[config.mk]
export PLATFORM = sky130hd
export DESIGN_NAME = flc_timeout_flag
export DESIGN_NICKNAME = d
export VERILOG_FILES = /design/src/rtl/flc_timeout_flag.sv
export SDC_FILE = /design/constraint.sdc
export NUM_CORES = 1
export LEC_CHECK = 0
export ABC_AREA = 1
export BUFFER_PORTS_ARGS = -buffer_cell sky130_fd_sc_hd__buf_2
export CORE_AREA = 2 2 39 41
export CTS_CLUSTER_DIAMETER = 150
export DETAILED_ROUTE_END_ITERATION = 6
export DIE_AREA = 0 0 41 43
export PLACE_DENSITY_LB_ADDON = 0.3
export SKIP_CTS_REPAIR_TIMING = 1
export SKIP_LAST_GASP = 1
export SLEW_MARGIN = 20
export SYNTH_ARGS = -nofsm -noshare
export SYNTH_HDL_FRONTEND = slang
export SYNTH_SLANG_ARGS = --single-unit
[constraint.sdc]
create_clock -name clk -period 1.31 [get_ports clk]
set_input_delay 0.1965 -clock clk [delete_from_list [all_inputs] [get_ports clk]]
set_output_delay 0.1965 -clock clk [all_outputs]
set_load 0.02 [all_outputs]
[src/rtl/flc_timeout_flag.sv]
module flc_timeout_flag #(
    parameter int TO_W  = 8,
    parameter int GAP_W = TO_W + 1
) (
    input  logic             clk,
    input  logic             rst,
    input  logic             in_frame,
    input  logic [GAP_W-1:0] gap,
    input  logic [TO_W-1:0]  limit,
    input  logic             enable,
    input  logic             clear,
    output logic             flag
);
    logic pending;
    logic over;

    assign over = in_frame && (gap > GAP_W'(limit));

    always_ff @(posedge clk) begin
        if (rst) begin
            pending <= 1'b0;
            flag    <= 1'b0;
        end else begin
            if (!enable) begin
                pending <= 1'b0;
            end else if (over) begin
                pending <= 1'b1;
            end
            flag <= (flag && !clear) || (enable && pending);
        end
    end
endmodule

* Word level (Yosys, flattened, before mapping)
Index checks and enable logic that the tools add are counted.
** Word-level totals
- Register bits after elaboration :: 2
- Bits in latches :: 0
- Bits in writable memories :: 0
- Bits in read-only memories :: 0
- Input bits :: 22
- Memories kept :: 0
** Cells by class
- $add $sub $neg :: 0
- $mul :: 0
- Divide/modulo/power cells :: 0
- $lt $le $gt $ge :: 1
- Eq/ne operators :: 0
- Shift-type cells :: 0
- Mux-type cells :: 0
- Bitwise operators :: 1
- Reduce and logical (&&, ||, !) cells :: 6
** Operators by type and width (count)
- greater-than comparator 9 x 8 -> 1 bit :: 1
- logical AND 1 bit :: 3
- OR reduction 2 bit :: 1
- zero test 1 bit :: 1
- logical OR 1 bit :: 1
- NOT 1 bit :: 1

* Logic depth before layout (Yosys ltp)
Gate-level depths: netlist of the first run.
- Depth in word-level cells :: 3
- Mapped depth :: 10
- Depth with buffers taken out :: 10

* Worst setup path before layout of the first run
Ideal clock, no wire load.
- Path kind :: in2reg
- Start point :: input limit[7]
- End point :: register pending
- Arrival :: 0.953 ns
- Required time :: 1.197 ns
- Slack :: 0.244 ns
- Stages :: 8
- Path buffers :: 0
- Cell sequence :: inv_1 -> ha_1 -> nand2_2 -> inv_1 -> a21oi_4 -> nand3_1 -> nand2_1 -> nand2_1
** Between the ends
- Longest elaborated chain between the ends :: 2
** RTL lines
- from (decl) :: line 9 : input logic [TO_W-1:0] limit,
- greater-than comparator 9 x 8 -> 1 bit :: line 17 : assign over = in_frame && (gap > GAP_W'(limit));
- logical AND 1 bit :: line 17
- to (signal assigned) :: line 21 : pending <= 1'b0;
- to (signal assigned) :: line 25 : pending <= 1'b0;
- to (signal assigned) :: line 27 : pending <= 1'b1;
- to (decl) :: line 14 : logic pending;
No other way between the ends.
A chain may end at the register's enable or synchronous reset.

* Final worst setup path of the first run
- Start point :: input gap[7]
- End point :: register pending
** Between the ends
- Longest elaborated chain between the ends :: 2
** RTL lines
- from (decl) :: line 8 : input logic [GAP_W-1:0] gap,
- greater-than comparator 9 x 8 -> 1 bit :: line 17
- logical AND 1 bit :: line 17
No other way between the ends.

==> results of run 1 <==
==> synthesized netlist by cell type <==
cell and count:
sky130_fd_sc_hd__ha_1 8, sky130_fd_sc_hd__a21oi_4 1, sky130_fd_sc_hd__inv_1 14, sky130_fd_sc_hd__dfxtp_1 2, sky130_fd_sc_hd__nor2_1 1, sky130_fd_sc_hd__nand2_2 2
sky130_fd_sc_hd__nand3_1 3, sky130_fd_sc_hd__o21ai_0 1, sky130_fd_sc_hd__nor2_2 1, sky130_fd_sc_hd__nand2_1 13, sky130_fd_sc_hd__a21oi_1 1, sky130_fd_sc_hd__nor2_4 1
sky130_fd_sc_hd__and3_1 1, sky130_fd_sc_hd__nand3b_1 1
==> state kept, by name, summed over array words and instances (netlist names) <==
signal / flops
flag: 1
pending: 1
==> layer usage <==
layer | wire length, um | vias up | part of all wire
met5 | 0 | - | 0
met4 | 0 | 0 | 0
met3 | 55 | 0 | 0.095
met2 | 281 | 11 | 0.49
met1 | 240 | 154 | 0.42
li1 | - | 203 | -
==> worst min-delay path by stage <==
stage | end | cells after the start | slack (ns)
2_1_floorplan | flag$_SDFF_PP0_ | 1 | 0.31
4_1_cts | flag$_SDFF_PP0_ | 2 | 0.17
5_1_grt | flag$_SDFF_PP0_ | 2 | 0.20
3_5_place_dp | flag$_SDFF_PP0_ | 2 | 0.41
6_report | flag$_SDFF_PP0_ | 2 | 0.18
3_3_place_gp | flag$_SDFF_PP0_ | 2 | 0.40
==> area by class of cell <==
cell class	instances	area, um^2
Fill cell	162	901
Multi-Input combinational cell	34	238
Timing Repair Buffer	22	110
Inverter	14	52.6
Sequential cell	2	40.0
Clock buffer	3	22.5
Tap cell	16	20.0
==> worst register-to-register path, delay by kind of cell, from the launching register on <==
kind	cells	cell delay [ns]
DFF	1	0.29
and+or+nand+nor	1	0.09
AOI/OAI and AO/OA	1	0.08
==> cells by family after synthesis <==
family          Yosys count  share of synthesized area
compound gates            3                     0.0795
flops                     2                      0.121
simple gates             23                      0.337
fa+ha+maj                 8                      0.303
buf+inv                  14                      0.159
==> per-stage QoR <==
stage                     cells  worst slack [ns]  total power (uW)
final                        91             0.333               301
after global placement       88             0.120               171
after CTS                    91             0.323               313
after detailed placement     88            0.0957               172
after floorplan              50             0.244               131
after global routing         91             0.206               332
==> report_power, final <==
| part | total [uW] | internal (uW) | leakage (uW) | switching (uW) |
|---|---|---|---|---|
| registers | 64.9 | 64.1 | 0.0000163 | 0.766 |
| logic | 105 | 53.1 | 0.000287 | 51.4 |
| clock network | 131 | 101 | 0.0000138 | 30.6 |
==> results.txt, run 1 <==
- Dividing total power by cell area gives a power density of 623 mW/mm^2.
- Cell Rows: 14
* Tightest Pin Transition: 0.125 ns
- Share of Yosys cell area claimed by the top area cell type: 0.303
* Global route overflow: 0
- Global-route wire length before repair: between 1 and 1.5 mm
- Relative to the synthesized area, the layout overhead comes to 46.2%.
- Total negative slack for setup checks: 0 ns
- Max clock buf depth: 2
- Number of detailed-route iterations in the first pass: 1
- The repair_antennas step left the layout with diodes totalling 0.
- After detailed routing, the total wire length is 578 um.
* M3 GR Usage: 0.0366
- Sequence of cells on the critical path: buf_2 > ha_1 > nand2_2 > inv_1 > a21oi_4 > nand3_1 > nand2_1 > nand2_1
- STA classifies the critical path endpoint as a flop.
* Mean instance size in the synthesized netlist: 6.61 um^2
- The netlist uses 14 different library cells.
- The first routing iteration left 0 violations.
- Clock skew on the completed layout was measured at 0.00183 ns.
* Slew headroom: 0.915
* Worst voltage drop across the vdd grid: 386 uV
- In the global route stage, met1 resource usage came out at 0.0863.
- After global routing, the most crowded layer is met2.
- The critical path ends at pending$_SDFFE_PP0P_.
* Final Critical Period: 0.977 ns
* Synthesized Nets: 80
- Crit Path Category: input pin to flop
* Critical Path Source: gap[7]
* Worst hold path class: input pin to flop
* Post-layout utilization of the core: 0.349
- The number of failing hold endpoints at the final stage came to 0.
* Cell types with the largest area share after synthesis: sky130_fd_sc_hd__ha_1, sky130_fd_sc_hd__inv_1, sky130_fd_sc_hd__nand2_1, sky130_fd_sc_hd__dfxtp_1, sky130_fd_sc_hd__a21oi_4
- In the global route stage, overall resource usage came out at 0.0882.
- Cell at the root of the clock tree: sky130_fd_sc_hd__clkbuf_4
- # IOs: 23
- Routability-driven placement finished with a final weighted congestion of 0.668.
- Combined buffer and inverter count along the critical path: 2
* Placed cell area: approximately 460 um^2
- Data required time of the worst path: 1.42 ns
- In this run the standard cell core region covers 0.00138 mm^2.
* Starting density of the core: 0.239
* Setup slack on the worst flop-to-flop path: 0.73 ns
- Share of cells above drive strength 1: 0.400
* CTS buffer count: 3
- Register bit total from synthesis: 2
- Once detail routing completed, the nets flagged for antenna violations numbered 0.
- Max-slew violation count: 0
- TritonCTS built the clock tree.
- Cell class contributing the biggest share of worst-path delay: adder cells
- The die covers 0.00176 mm^2.
- The critical path crosses 8 cells after its start point.
- Of the synthesized area, sequential elements account for 0.121.
- The initial antenna violation count is 0.
- Chip Height: 43 um
- The later pin in the worst-skew pair is clocked with a latency of 0.22 ns.
- Setup violations remaining at the end of the flow were counted as 0.
* # DRC: 0
- Die span in x: between 40 and 50 um
* WL/cell: ~6.4 um
- H-tree level count: 1
* Via count of the first global-routing pass: around 330
- Based on the critical path, the design can be clocked at up to 1020 MHz.
- In this run the critical register-to-register path is captured at flag$_SDFF_PP0_.
- Final clock period utilization by the worst path: 0.746
- The worst setup path is launched from an input pin.
- Vias per cell: ~4
- In the global route stage, met2 resource usage came out at 0.141.
- Most frequent cell on the critical path: sky130_fd_sc_hd__nand2_1
* Worst slack on hold paths: 0.177 ns
- Maximum number of pins on one net before global-route repair: 4
- The Yosys step of the flow raised 0 warnings.
- Data on the critical path arrives at its endpoint at between 1 and 1.5 ns.
- Synthesis produced a netlist whose cell count is 50.
- Total of max-cap violations: 0
- Number of input and output port buffers inserted: 22
- The worst register-to-register path begins at pending$_SDFFE_PP0P_.
* Synthesized cell area: 330 um^2
- Via count: 368
- Run status: complete, no violations
- Crit-path max cell delay: 0.31 ns
- Length in cells of the worst reg-to-reg path: 2
* Leakage component of the power: 0.000317 uW
* Most common library cell in the layout ignoring fill and taps: sky130_fd_sc_hd__buf_2
- After clock tree synthesis, the clock-pin slew on the worst setup and hold paths is ~0.03 ns.
- Final design instance area without fill: a little under 500 um^2
- Number of nets in the layout: 107
* Slowest stage cell on the critical path: sky130_fd_sc_hd__ha_1
* Unrepaired setup endpoints after global routing: no
- The biggest area contributor in the post-synthesis netlist is sky130_fd_sc_hd__ha_1.
- Most frequent cells in the layout: sky130_fd_sc_hd__buf_2, sky130_fd_sc_hd__inv_1, sky130_fd_sc_hd__nand2_1
* Largest fanout on the critical path: 2
- The clock net in this run drives a total of 2 sinks.
- In this run the most critical hold path is launched from clear.
- The HPWL after detailed placement is 526 um.
(Power assumes the default switching activity.)
==> inputs of run 2 (changes only) <==
Settings changed: ABC_AREA 1 to 0.
Clock period 1.31 ns to 0.91 ns, I/O delays scaled along.
==> run 2 against run 1 <==
  * The flow now finishes with violations (negative setup slack)
  * Critical path depth down 2
  * Final cell count down 14%
  * Total power up 63%
  * Utilization up 6.3 points
  * Critical path type unchanged
  * Largest cell class unchanged
  * Highest routed layer unchanged
==> results.txt, run 2 <==
- Run status: complete, but fails checks
- The checks that failed: negative setup slack.
* Floorplan core area: 0.00138 mm^2
- Number of placed instances with taps included: 75
- Max-cap violations in this run came to 0.
- The area growth from synthesis to layout is 90.0%.
- Crit Path Category: input pin to flop
- Ranking of synthesized cells by instance count: sky130_fd_sc_hd__ha_1, sky130_fd_sc_hd__inv_1
* Mean instance size in the synthesized netlist: around 8.6 um^2
* Slowest stage cell on the critical path: sky130_fd_sc_hd__a2111oi_2
- Once detail routing completed, the nets flagged for antenna violations numbered 0.
* Leakage component of the power: 0.000262 uW
* Final clock period utilization by the worst path: 1.20
- H-tree level count: 1
- Number of DRC markers in iteration 0: 5
- Length in cells of the worst reg-to-reg path: 2
- The cell count after synthesis came out at 35.
- Count of yosys warnings during synthesis: 0
* Chip Height: 43 um
* Global route overflow: 0
- Maximum number of pins on one net before global-route repair: 5
* Cell at the root of the clock tree: sky130_fd_sc_hd__clkbuf_4
- 23 I/O pins were placed.
* Number of failing hold endpoints at the final stage: 0
* Overall routed net length: 710 um
- Number of input and output port buffers inserted: 22
- Most common library cell in the layout ignoring fill and taps: sky130_fd_sc_hd__buf_2
- Crit-path max cell delay: 0.35 ns
* Final Critical Period: 1.09 ns
- CTS clk-pin slew, worst paths: roughly 0.03 ns
- Tightest Pin Transition: 0.255 ns
- Cell Rows: 14
- Setup violations remaining at the end of the flow were counted as 1.
- The clock passes through at most 2 buffers.
* Post-layout utilization of the core: 0.412
- Across every metal layer, demand over resource in global routing totals 0.0861.
* Number of stages on the worst hold path: 2
- On the critical path the largest part of the delay comes from compound AO/OA/AOI/OAI gates.
* Final cell count without fillers: 78
* Worst voltage drop across the vdd grid: 406 uV
* Filler cell count: 136
- Static timing analysis puts the maximum clock frequency at 915 MHz.
- Combined buffer and inverter count along the critical path: 2
* Die span in x: 41 um
* Biggest regs: flag (1), pending (1)
* WL/cell: 9.10 um
- Yosys mapped a number of flops with a built-in enable equal to 0.
- Synthesized cell area: 300 um^2
- Number of nets in the layout: 94
- Of all nets on the critical path, the largest fanout is 2.
- The first global-routing pass estimated 1.04 mm of wire.
- Via count of the first global-routing pass: 302
- Setup slack on the worst flop-to-flop path: between 0.3 and 0.4 ns
- Ant. Diodes: 0
- In this run the critical register-to-register path is launched from flag$_SDFF_PP0_.
* Slew headroom: 0.829
- The share of the Yosys chip area taken by registers is 0.133.
* Share of Yosys cell area claimed by the top area cell type: 0.333
* Total die area: between 0.0015 and 0.002 mm^2
- Pwr/cell area: 859 mW/mm^2
- Max-slew violation count: 0
* R2R Path End: flag$_SDFF_PP0_
* Share of cells above drive strength 1: 0.710
- Using the TritonRoute via totals, the vias-per-cell ratio works out to around 4.5.
- Cell types with the largest area share after synthesis: sky130_fd_sc_hd__ha_1, sky130_fd_sc_hd__dfxtp_1, sky130_fd_sc_hd__inv_1, sky130_fd_sc_hd__a21oi_2, sky130_fd_sc_hd__a2111oi_2
- Register bit total from synthesis: 2
- The clock drives 2 sinks.
- TritonCTS clock tree: yes
- Number of detailed-route iterations in the first pass: 2
- Element type at the critical path end: flop
* Async set or reset register ratio after synthesis: 0
* HPWL after detailed placement: 645 um
- The startpoint identified for the worst hold timing path is rst.
- Clock tree synthesis inserted a total of 3 buffers.
* Synthesized Nets: 65
- Data required time of the worst path: 1.01 ns
- Number of antenna violations at the first check in global routing: 0
- Worst hold path class: input pin to flop
- At the worst endpoint, the arrival time is 1.19 ns.
- Setup repair after global routing could not meet its margin everywhere.
- For this configuration, the core starts out at a cell density of 0.217.
- The synthesized design spends more area on one cell type than any other, namely sky130_fd_sc_hd__ha_1.
- In the synthesized netlist the dominant register cell turns out to be sky130_fd_sc_hd__dfxtp_1.
* Via count: 349
* Clock tree skew after final layout: approximately 0.0025 ns
- The number of different library cells used by synthesis comes to 17.
- The later pin in the worst-skew pair is clocked with a latency of approximately 0.22 ns.
* Weighted congestion at the end of routability-driven global placement: 0.665
- In the layout the commonest cells are sky130_fd_sc_hd__buf_2, sky130_fd_sc_hd__ha_4, sky130_fd_sc_hd__inv_2, sky130_fd_sc_hd__inv_1, sky130_fd_sc_hd__clkbuf_4.
- Crit path setup slack, layout: -0.182 ns
- For this run, design rule violations remaining after detail routing come to 0.
* Startpoint class of the critical path: input pin
- Sequence of cells on the critical path: buf_2 > inv_12 > ha_4 > and4b_1 > a2111oi_2 > o21ai_1
- For hold timing, the worst endpoint is flag$_SDFF_PP0_.
==> run 2: metrics by stage <==
step | cell area, um^2 | hold slack [ns] | worst slack (ns) | power [uW] | TNS, ns
2_1_floorplan | 403 | 0.206 | -0.195 | 212 | -0.195
3_3_place_gp | 548 | 0.317 | -0.414 | 301 | -0.414
3_5_place_dp | 548 | 0.322 | -0.421 | 304 | -0.421
4_1_cts | 571 | 0.0945 | -0.197 | 497 | -0.197
5_1_grt | 571 | 0.104 | -0.239 | 529 | -0.239
6_report | 571 | 0.0990 | -0.182 | 490 | -0.182
==> run 2: where the power goes <==
part           total, uW  leakage (uW)  internal, uW  switching, uW
sequential          94.0     0.0000163          92.2           1.78
clock                190     0.0000138           145           44.5
combinational        207      0.000232           115           91.3
total                490      0.000262           353            138
==> run 2: worst max-delay path by stage <==
stage                     startpoint              endpoint  cells after the start
after floorplan             limit[5]  pending$_SDFFE_PP0P_                      5
after global placement      limit[5]  pending$_SDFFE_PP0P_                      6
after detailed placement    limit[5]  pending$_SDFFE_PP0P_                      6
after CTS                   limit[5]  pending$_SDFFE_PP0P_                      6
after global routing        limit[5]  pending$_SDFFE_PP0P_                      6
final                       limit[5]  pending$_SDFFE_PP0P_                      6
==> run 2: cell type report <==
cell class | instances | area, um^2 | share of cell area
Timing Repair Buffer | 24 | 125 | 0.219
Inverter | 8 | 45.0 | 0.0789
Clock buffer | 3 | 22.5 | 0.0395
Sequential cell | 2 | 40.0 | 0.0702
Tap cell | 16 | 20.0 | 0.0351
Multi-Input combinational cell | 25 | 318 | 0.557
==> run 2: worst register-to-register path: cells and delay by family (launching register included) <==
family,cells,cell delay [ns]
flip-flops,1,0.31
AO/OA/AOI/OAI,1,0.13
AND/OR/NAND/NOR,1,0.05
==> run 2: routing by layer <==
layer  track usage  up-vias  wire, um
met2         0.153       15       363
met4        0.0600        0         0
met1        0.0892      154       286
met3             0        0        61
li1              -      180         -
met5             0        -         0
==> run 2: cells by family (layout without fill, tap and decap cells) <==
| group | count (synthesis) | in the layout | share of synthesized area |
|---|---|---|---|
| buf+inv | 8 | 35 | 0.100 |
| flops | 2 | 2 | 0.133 |
| simple gates | 10 | 10 | 0.225 |
| compound gates | 7 | 7 | 0.208 |
| fa+ha+maj | 8 | 8 | 0.333 |
